### src/rtl/kpcr_pkg.sv
package kpcr_pkg;

    parameter int DATA_W = 16;
    parameter int ADDR_W = 3;
    parameter int N_PINS = 2;

    localparam logic [ADDR_W-1:0] A_OPEN = ADDR_W'(0);
    localparam logic [ADDR_W-1:0] A_KEY1 = ADDR_W'(1);
    localparam logic [ADDR_W-1:0] A_LOCK = ADDR_W'(2);
    localparam logic [ADDR_W-1:0] A_KEY2 = ADDR_W'(3);

    localparam logic [DATA_W-1:0] KEY1_VAL = DATA_W'(16'h0007);
    localparam logic [DATA_W-1:0] KEY2_VAL = DATA_W'(16'h0013);

    localparam int LOCK_EN_BIT = 1;

    // open-register bit that selects each pin: index 0 clock pin, 1 data pin
    function automatic int pin_open_bit(input int idx);
        return (idx == 0) ? 4 : 12;
    endfunction

    typedef enum logic [1:0] {
        SEQ_IDLE    = 2'd0,
        SEQ_ARMED   = 2'd1,
        SEQ_PENDING = 2'd2
    } seq_state_e;

    typedef struct packed {
        seq_state_e state;
        logic       abort;
    } seq_regs_t;

    typedef struct packed {
        logic [DATA_W-1:0] open_cfg;
        logic [DATA_W-1:0] shadow;
        logic [DATA_W-1:0] live;
    } cfg_regs_t;

endpackage

### src/rtl/kpcr_seq.sv
module kpcr_seq
    import kpcr_pkg::*;
(
    input  logic              clk,
    input  logic              rst_n,
    input  logic              wr_en,
    input  logic [ADDR_W-1:0] wr_addr,
    input  logic [DATA_W-1:0] wr_data,
    output logic              capture,
    output logic              commit,
    output logic              abort_flag
);

    seq_regs_t r_d, r_q;

    logic is_key1, is_lock, is_key2;
    logic key1_ok, key2_ok;

    always_comb begin
        is_key1 = (wr_addr == A_KEY1);
        is_lock = (wr_addr == A_LOCK);
        is_key2 = (wr_addr == A_KEY2);
        key1_ok = (wr_data == KEY1_VAL);
        key2_ok = (wr_data == KEY2_VAL);
    end

    always_comb begin
        logic brk;
        r_d     = r_q;
        capture = 1'b0;
        commit  = 1'b0;
        brk     = 1'b0;
        if (wr_en) begin
            unique case (r_q.state)
                SEQ_IDLE: begin
                    if (is_key1) begin
                        if (key1_ok) r_d.state = SEQ_ARMED;
                        else         brk = 1'b1;
                    end else if (is_lock) begin
                        brk = 1'b1;
                    end
                end
                SEQ_ARMED: begin
                    if (is_lock) begin
                        capture   = 1'b1;
                        r_d.state = SEQ_PENDING;
                    end else begin
                        brk = 1'b1;
                    end
                end
                SEQ_PENDING: begin
                    if (is_key2 && key2_ok) begin
                        commit    = 1'b1;
                        r_d.state = SEQ_IDLE;
                    end else begin
                        brk = 1'b1;
                    end
                end
                default: brk = 1'b1;
            endcase
        end
        if (brk) begin
            r_d.state = SEQ_IDLE;
            r_d.abort = 1'b1;
        end else if (commit) begin
            r_d.abort = 1'b0;
        end
    end

    always_ff @(posedge clk or negedge rst_n) begin
        if (!rst_n) begin
            r_q.state <= SEQ_IDLE;
            r_q.abort <= 1'b0;
        end else begin
            r_q <= r_d;
        end
    end

    assign abort_flag = r_q.abort;

endmodule

### src/rtl/kpcr_regs.sv
module kpcr_regs
    import kpcr_pkg::*;
(
    input  logic              clk,
    input  logic              rst_n,
    input  logic              wr_en,
    input  logic [ADDR_W-1:0] wr_addr,
    input  logic [DATA_W-1:0] wr_data,
    input  logic              capture,
    input  logic              commit,
    output logic [DATA_W-1:0] open_cfg,
    output logic [DATA_W-1:0] lock_cfg
);

    cfg_regs_t c_d, c_q;

    always_comb begin
        c_d = c_q;
        if (wr_en && (wr_addr == A_OPEN)) c_d.open_cfg = wr_data;
        if (capture)                      c_d.shadow   = wr_data;
        if (commit)                       c_d.live     = c_q.shadow;
    end

    always_ff @(posedge clk or negedge rst_n) begin
        if (!rst_n) c_q <= '0;
        else        c_q <= c_d;
    end

    assign open_cfg = c_q.open_cfg;
    assign lock_cfg = c_q.live;

endmodule

### src/rtl/kpcr_route.sv
module kpcr_route
    import kpcr_pkg::*;
(
    input  logic [DATA_W-1:0] open_cfg,
    input  logic [DATA_W-1:0] lock_cfg,
    output logic [N_PINS-1:0] pin_sel
);

    for (genvar i = 0; i < N_PINS; i++) begin : g_pin
        localparam int OB = pin_open_bit(i);
        assign pin_sel[i] = open_cfg[OB] & lock_cfg[LOCK_EN_BIT];
    end

endmodule

### src/rtl/kpcr_top.sv
module kpcr_top
    import kpcr_pkg::*;
(
    input  logic              clk,
    input  logic              rst_n,
    input  logic              wr_en,
    input  logic [ADDR_W-1:0] wr_addr,
    input  logic [DATA_W-1:0] wr_data,
    output logic [DATA_W-1:0] open_cfg,
    output logic [DATA_W-1:0] lock_cfg,
    output logic              seq_abort,
    output logic              scl_i2c_sel,
    output logic              sda_i2c_sel
);

    logic              capture, commit;
    logic [N_PINS-1:0] pin_sel;

    kpcr_seq u_seq (
        .clk        (clk),
        .rst_n      (rst_n),
        .wr_en      (wr_en),
        .wr_addr    (wr_addr),
        .wr_data    (wr_data),
        .capture    (capture),
        .commit     (commit),
        .abort_flag (seq_abort)
    );

    kpcr_regs u_regs (
        .clk      (clk),
        .rst_n    (rst_n),
        .wr_en    (wr_en),
        .wr_addr  (wr_addr),
        .wr_data  (wr_data),
        .capture  (capture),
        .commit   (commit),
        .open_cfg (open_cfg),
        .lock_cfg (lock_cfg)
    );

    kpcr_route u_route (
        .open_cfg (open_cfg),
        .lock_cfg (lock_cfg),
        .pin_sel  (pin_sel)
    );

    assign scl_i2c_sel = pin_sel[0];
    assign sda_i2c_sel = pin_sel[1];

endmodule

### config.mk
export PLATFORM = sky130hd
export DESIGN_NAME = kpcr_top
export DESIGN_NICKNAME = d
export VERILOG_FILES = /design/src/rtl/kpcr_pkg.sv /design/src/rtl/kpcr_seq.sv /design/src/rtl/kpcr_regs.sv /design/src/rtl/kpcr_route.sv /design/src/rtl/kpcr_top.sv
export SDC_FILE = /design/constraint.sdc
export NUM_CORES = 1
export LEC_CHECK = 0
export BUFFER_PORTS_ARGS = -buffer_cell sky130_fd_sc_hd__buf_2
export CAP_MARGIN = 20
export CELL_PAD_IN_SITES_DETAIL_PLACEMENT = 0
export CELL_PAD_IN_SITES_GLOBAL_PLACEMENT = 2
export CORE_MARGIN = 2
export CORE_UTILIZATION = 32
export CTS_BUF_LIST = sky130_fd_sc_hd__clkbuf_4 sky130_fd_sc_hd__clkbuf_8 sky130_fd_sc_hd__clkbuf_16
export CTS_CLUSTER_SIZE = 24
export DETAILED_ROUTE_END_ITERATION = 8
export PLACE_DENSITY = 0.86
export SLEW_MARGIN = 20
export SYNTH_ARGS = -nofsm -noshare
export SYNTH_HDL_FRONTEND = slang
export SYNTH_SLANG_ARGS = --single-unit
### constraint.sdc
create_clock -name clk -period 1.8 [get_ports clk]
set_input_delay 0.09 -clock clk [delete_from_list [all_inputs] [get_ports clk]]
set_output_delay 0.09 -clock clk [all_outputs]
set_load 0.1 [all_outputs]
Yosys cells after proc, flatten, opt, wreduce, memory -nomap -nowiden --
Cells that the tools add are included.
Cells by class: multiplexer cells 21, bitwise operators 2, reductions and logical operators 8, eq/ne operators 11
Operator list (count):
- equality test 16 x 3 -> 1 bit, second input constant | 1
- equality test 16 x 5 -> 1 bit, second input constant | 1
- 2-to-1 mux 1 bit | 13
- 2-to-1 mux 2 bit | 6
- inequality test 3 x 1 -> 1 bit, second input constant | 4
- equality test 3 x 2 -> 1 bit, second input constant | 2
- one-hot mux 2 bit (3 select lines) | 1
- AND reduction 6 bit | 1
- nonzero test 2 bit | 2
- nonzero test 4 bit | 1
- equality test 3 x 1 -> 1 bit, second input constant | 1
- zero test 3 bit | 1
- one-hot mux 1 bit (3 select lines) | 1
- AND 1 bit | 2
- equality test 2 x 1 -> 1 bit, second input constant | 1
- equality test 2 bit, second input constant | 1
- logical AND 1 bit | 2
- zero test 2 bit | 1
Storage, ports and cells: word-level logic and storage cells 47, flip-flop bits (word level) 51, bits of input ports 22

Longest topological paths before layout --
depth in word-level cells 7, depth in mapped cells 7, depth with buffers taken out 6

Modules after synthesis --
Synthesis repeated with hierarchy kept, for this count alone.
Unflattened totals: cells, all modules 176, area, all modules 2449.8 µm²
Modules (own cells, without submodules):
- kpcr_regs | seq. area each 1201.2 µm², area each 2034.5 µm², cells each 134, instances 1
- kpcr_seq | seq. area each 75.1 µm², area each 402.9 µm², cells each 40, instances 1
- kpcr_route | seq. area each 0.0 µm², area each 12.5 µm², cells each 2, instances 1

Least setup slack after synthesis --
Ideal clock, no wire load.
path type reg-to-reg, start point register u_seq.r_q[2] (netlist bit), end point register u_regs.c_q[21] (netlist bit), path slack 0.096 ns, cell stages (with the launch flop) 6, setup time 0.125 ns, buffers on the path 1, data arrival time 1.579 ns, cells stage by stage dfrtp_1 > inv_1 > ha_1 > nand4b_1 > clkbuf_1 > mux2_2
Between the ends: longest elaborated chain between the ends 3
RTL lines:
- start: declaration | line kpcr_seq.sv:14 | seq_regs_t r_d, r_q;
- start signal: assignment | line kpcr_seq.sv:75 | r_q <= r_d;
- equality test 2 x 1 -> 1 bit | line kpcr_seq.sv:34 | unique case (r_q.state)
- 2-to-1 mux 1 bit | line kpcr_seq.sv:34
- 2-to-1 mux 1 bit | line kpcr_seq.sv:33 | if (wr_en) begin
- end signal: assignment | line kpcr_regs.sv:25 | if (!rst_n) c_q <= '0;
- end signal: assignment | line kpcr_regs.sv:26 | else c_q <= c_d;
- end: declaration | line kpcr_regs.sv:15 | cfg_regs_t c_d, c_q;
Every way passes these cells. A chain may end at the register's enable or synchronous reset.

Worst setup path in the final report --
start point register u_seq.r_q[1] (netlist bit), end point register u_regs.c_q (netlist bit u_regs.lock_cfg[15])
Between the ends: longest elaborated chain between the ends 3
RTL lines (line):
- equality test 2 bit | kpcr_seq.sv:34
- 2-to-1 mux 1 bit | kpcr_seq.sv:34
- 2-to-1 mux 1 bit | kpcr_seq.sv:33
Every way passes these cells.

==> results.md <==
- The flow ran to the end, and the final reports show no timing, DRC or antenna violations.
- The congestion estimate from routability-driven global placement came to 0.785.
- 0 antenna diodes ended up in the layout.
- The startpoint of the most critical hold path is wr_data[10].
- In this run, the number of DRC markers left after iteration 0 of detailed routing was 39.
- The number of sinks driven by the clock tree is 51.
- Counting I/O delays and the setup requirement, the final critical path takes 1.67 ns.
- The number of flops mapped to enable cells by yosys is 0.
- The mean instance size in the synthesized netlist is 13.7 um^2.
- The detailed-route via count is 1,385.
- The sort of element at the start of the critical path is a flop.
- The number of register bits inferred by synthesis is 51.
- Across the run, the number of max-cap violations was 0.
- The die height is 90.7 um.
- The upper clock frequency limit is 0.597 GHz.
- Setup repair after global routing left no endpoint under its margin.
- Of the post-synthesis cell area, the dominant cell type holds 0.530.
- The critical path capture point type is a flop.
- The total wirelength of the detailed-routed design is 4330 um.
- Power spread over the standard cell area amounts to 1310 mW/mm^2.
- By count the netlist is led by 51 x sky130_fd_sc_hd__dfrtp_1, 48 x sky130_fd_sc_hd__mux2_2, 32 x sky130_fd_sc_hd__buf_4, 5 x sky130_fd_sc_hd__ha_1, 4 x sky130_fd_sc_hd__inv_1.
- After clock tree synthesis, the flow added hold-fix buffers numbering 1.
- Global routing finished with a remaining overflow of 0.
- For this run, the total global-route usage over all layers was measured as 0.110.
- The quantity of gates resized following cts is 0.
- The clock latency reported for the late side of the worst-skew pair is 0.30 ns.
- The critical path starts at u_seq.r_q[1].
- The proportion of synthesized chip area in sequential cells is 0.530.
- The final layout net count is 242.
- The number of nets handed over by synthesis was 203.
- Along the worst path, the maximum fanout reaches 7.
- The path category of the worst min-delay check is primary input to flop.
- The initial core utilization is 0.332.
- Ranked by total cell area, the synthesized netlist is headed by sky130_fd_sc_hd__dfrtp_1 53%, sky130_fd_sc_hd__mux2_2 22%, sky130_fd_sc_hd__buf_4 10%.
- The first global-routing pass estimated 7160 um of wire.
- The count of yosys warnings during synthesis is 0.
- The final worst clock skew is 0.00929 ns.
- Across the VDD grid, the largest voltage drop is 658 uV.
- The x dimension of the die is 90.7 um.
- The count of pins over their slew limit is 0.
- The routed wire length per instance is 13.7 um.
- The via count of the first global-routing pass is 1,381.
- The pre-antenna-repair detailed-routing pass consisted of 4 iterations.
- Detailed placement ended at an HPWL of 3260 um.
- The clock-pin slew on the worst setup and hold paths is 0.09 ns.
- In the synthesized netlist, the number of instances is 176.
- Of the cells placed in the final design, the portion with a size suffix greater than 1 is 0.593.
- The final critical-path share of the clock period is 0.930.
- The worst setup slack after placement is -0.0408 ns.
- The level count of the clock H-tree is 2.
- The final setup slack of the worst path is 0.126 ns.
- Data on the critical path is required at its endpoint by 1.98 ns.
- The slew at the pin closest to its max-slew limit is 0.656 ns.
- The final hold violation count is 0.
- The floorplan core area is 0.00725 mm^2.
- In this run the count of I/O pins placed on the die edge is 57.
- The floorplan has 31 rows.
- At the end of the flow the core is filled with cells to 0.381.
- Yosys instantiated no cell more often than sky130_fd_sc_hd__dfrtp_1.
- Clock tree synthesis inserted a total of 5 buffers.
- The most frequently used flop master after synthesis is sky130_fd_sc_hd__dfrtp_1.
- After detailed routing, the number of vias per cell comes to 4.40.
- The final total power is 3.62 mW.
- Compared with the post-synthesis result, the final layout area differs by 14.9%.
- In this run the tightest slew margin relative to its limit is 0.562.
- Setup violations remaining at the end of the flow were counted as 0.
- The number of setup buffers added after CTS is 0.
- The async set-or-reset flop fraction in the synthesized netlist is 1.00.
- Port buffering added 56 buffers.
- The TritonCTS clock tree is yes.
- The launching point of the worst reg2reg path is u_seq.r_q[1].
- The final antenna-violating net count is 0.
- The root cell of the clock tree is sky130_fd_sc_hd__clkbuf_8.
- Data on the critical path arrives at its endpoint at 1.86 ns.
- After synthesis, the netlist uses 32 different library cells.
- The largest net degree at the start of global routing is 52.
- The classification of the worst setup path is flop to flop.
- The area enclosed by the die boundary is 0.00823 mm^2.
- The leakage component of the power is 1.38 nW.
- The mapped cell area is 0.00241 mm^2.
- Of all cell types, the one taking the most synthesized area is sky130_fd_sc_hd__dfrtp_1.
- The initial antenna violation count is 0.
- The number of buffers on the longest clock path is 2.
- In the routed design, unresolved DRC markers number 0.
-- state kept, by name, summed over array words and instances (netlist names) --
register	flops
u_regs.open_cfg	16
u_seq.r_q	2
u_regs.c_q	16
u_regs.lock_cfg	16
u_seq.abort_flag	1
-- stage by stage --
| step | setup TNS [ns] | hold WS [ns] | cell area, um^2 | cells |
|---|---|---|---|---|
| finish | 0 | 0.0488 | 2760 | 315 |
| global route | 0 | 0.0471 | 2760 | 315 |
| CTS | 0 | 0.0379 | 2760 | 315 |
| detailed placement | -0.235 | 0.246 | 2640 | 306 |
| global placement | 0 | 0.242 | 2640 | 306 |
| floorplan | 0 | -0.206 | 2410 | 176 |
-- placed cells by master, fill, tap and decap left out, drive strengths merged, types with 3 or more instances in the layout --
cell type and n:
mux2 48, nand2 3, ha 5, buf 67
dfrtp 51, clkbuf 6, inv 4
-- metal layers --
metal | global-route usage | part of all wire | vias up
met2 | 0.169 | 0.46 | 37
li1 | - | - | 663
met4 | 0.0346 | 0.012 | 0
met3 | 0.0317 | 0.053 | 5
met1 | 0.151 | 0.48 | 680
met5 | 0 | 0 | -
-- where the power goes --
group          switching (mW)  leakage (nW)  internal (mW)
logic                   0.867         0.662          0.383
clock network           0.365        0.0612          0.450
registers               0.143         0.653           1.42
total                    1.37          1.38           2.25
-- critical path, cell delays in order (launching register included) --
cell                      delay [ns]
sky130_fd_sc_hd__dfrtp_1        0.45
sky130_fd_sc_hd__inv_1          0.13
sky130_fd_sc_hd__ha_1           0.20
sky130_fd_sc_hd__nand2_1        0.10
sky130_fd_sc_hd__nor3_4         0.15
sky130_fd_sc_hd__buf_4          0.20
sky130_fd_sc_hd__mux2_2         0.34
-- worst paths after layout --
path / to / slack (ns) / cells past startpoint
min: u_regs.c_q[26] / 0.05 / 2
max reg2reg: u_regs.lock_cfg[15] / 0.13 / 6
max: u_regs.lock_cfg[15] / 0.13 / 6
min in group asynchronous: u_regs.lock_cfg[11] / 0.43 / 3
min reg2reg: u_seq.abort_flag / 0.48 / 1
max in group asynchronous: u_regs.lock_cfg[4] / 0.92 / 3
-- area by class of cell --
cell class	count	area [um^2]
clock buffer	6	82.6
timing repair buffer	68	373
multi-input combinational	85	858
sequential	51	1280
clock inverter	2	35.0
fill	731	4490
tap	99	124
inverter	4	15.0
-- cells by family after synthesis --
kind of cell,Yosys count,share of synthesized area
buffers and inverters,40,0.116
adder cells (fa/ha/maj),5,0.0260
AND/OR/NAND/NOR,22,0.0712
multiplexers,49,0.229
flip-flops,51,0.530
XOR/XNOR,1,0.00364
AO/OA/AOI/OAI,8,0.0234
Power figures use the tool's default switching activity.
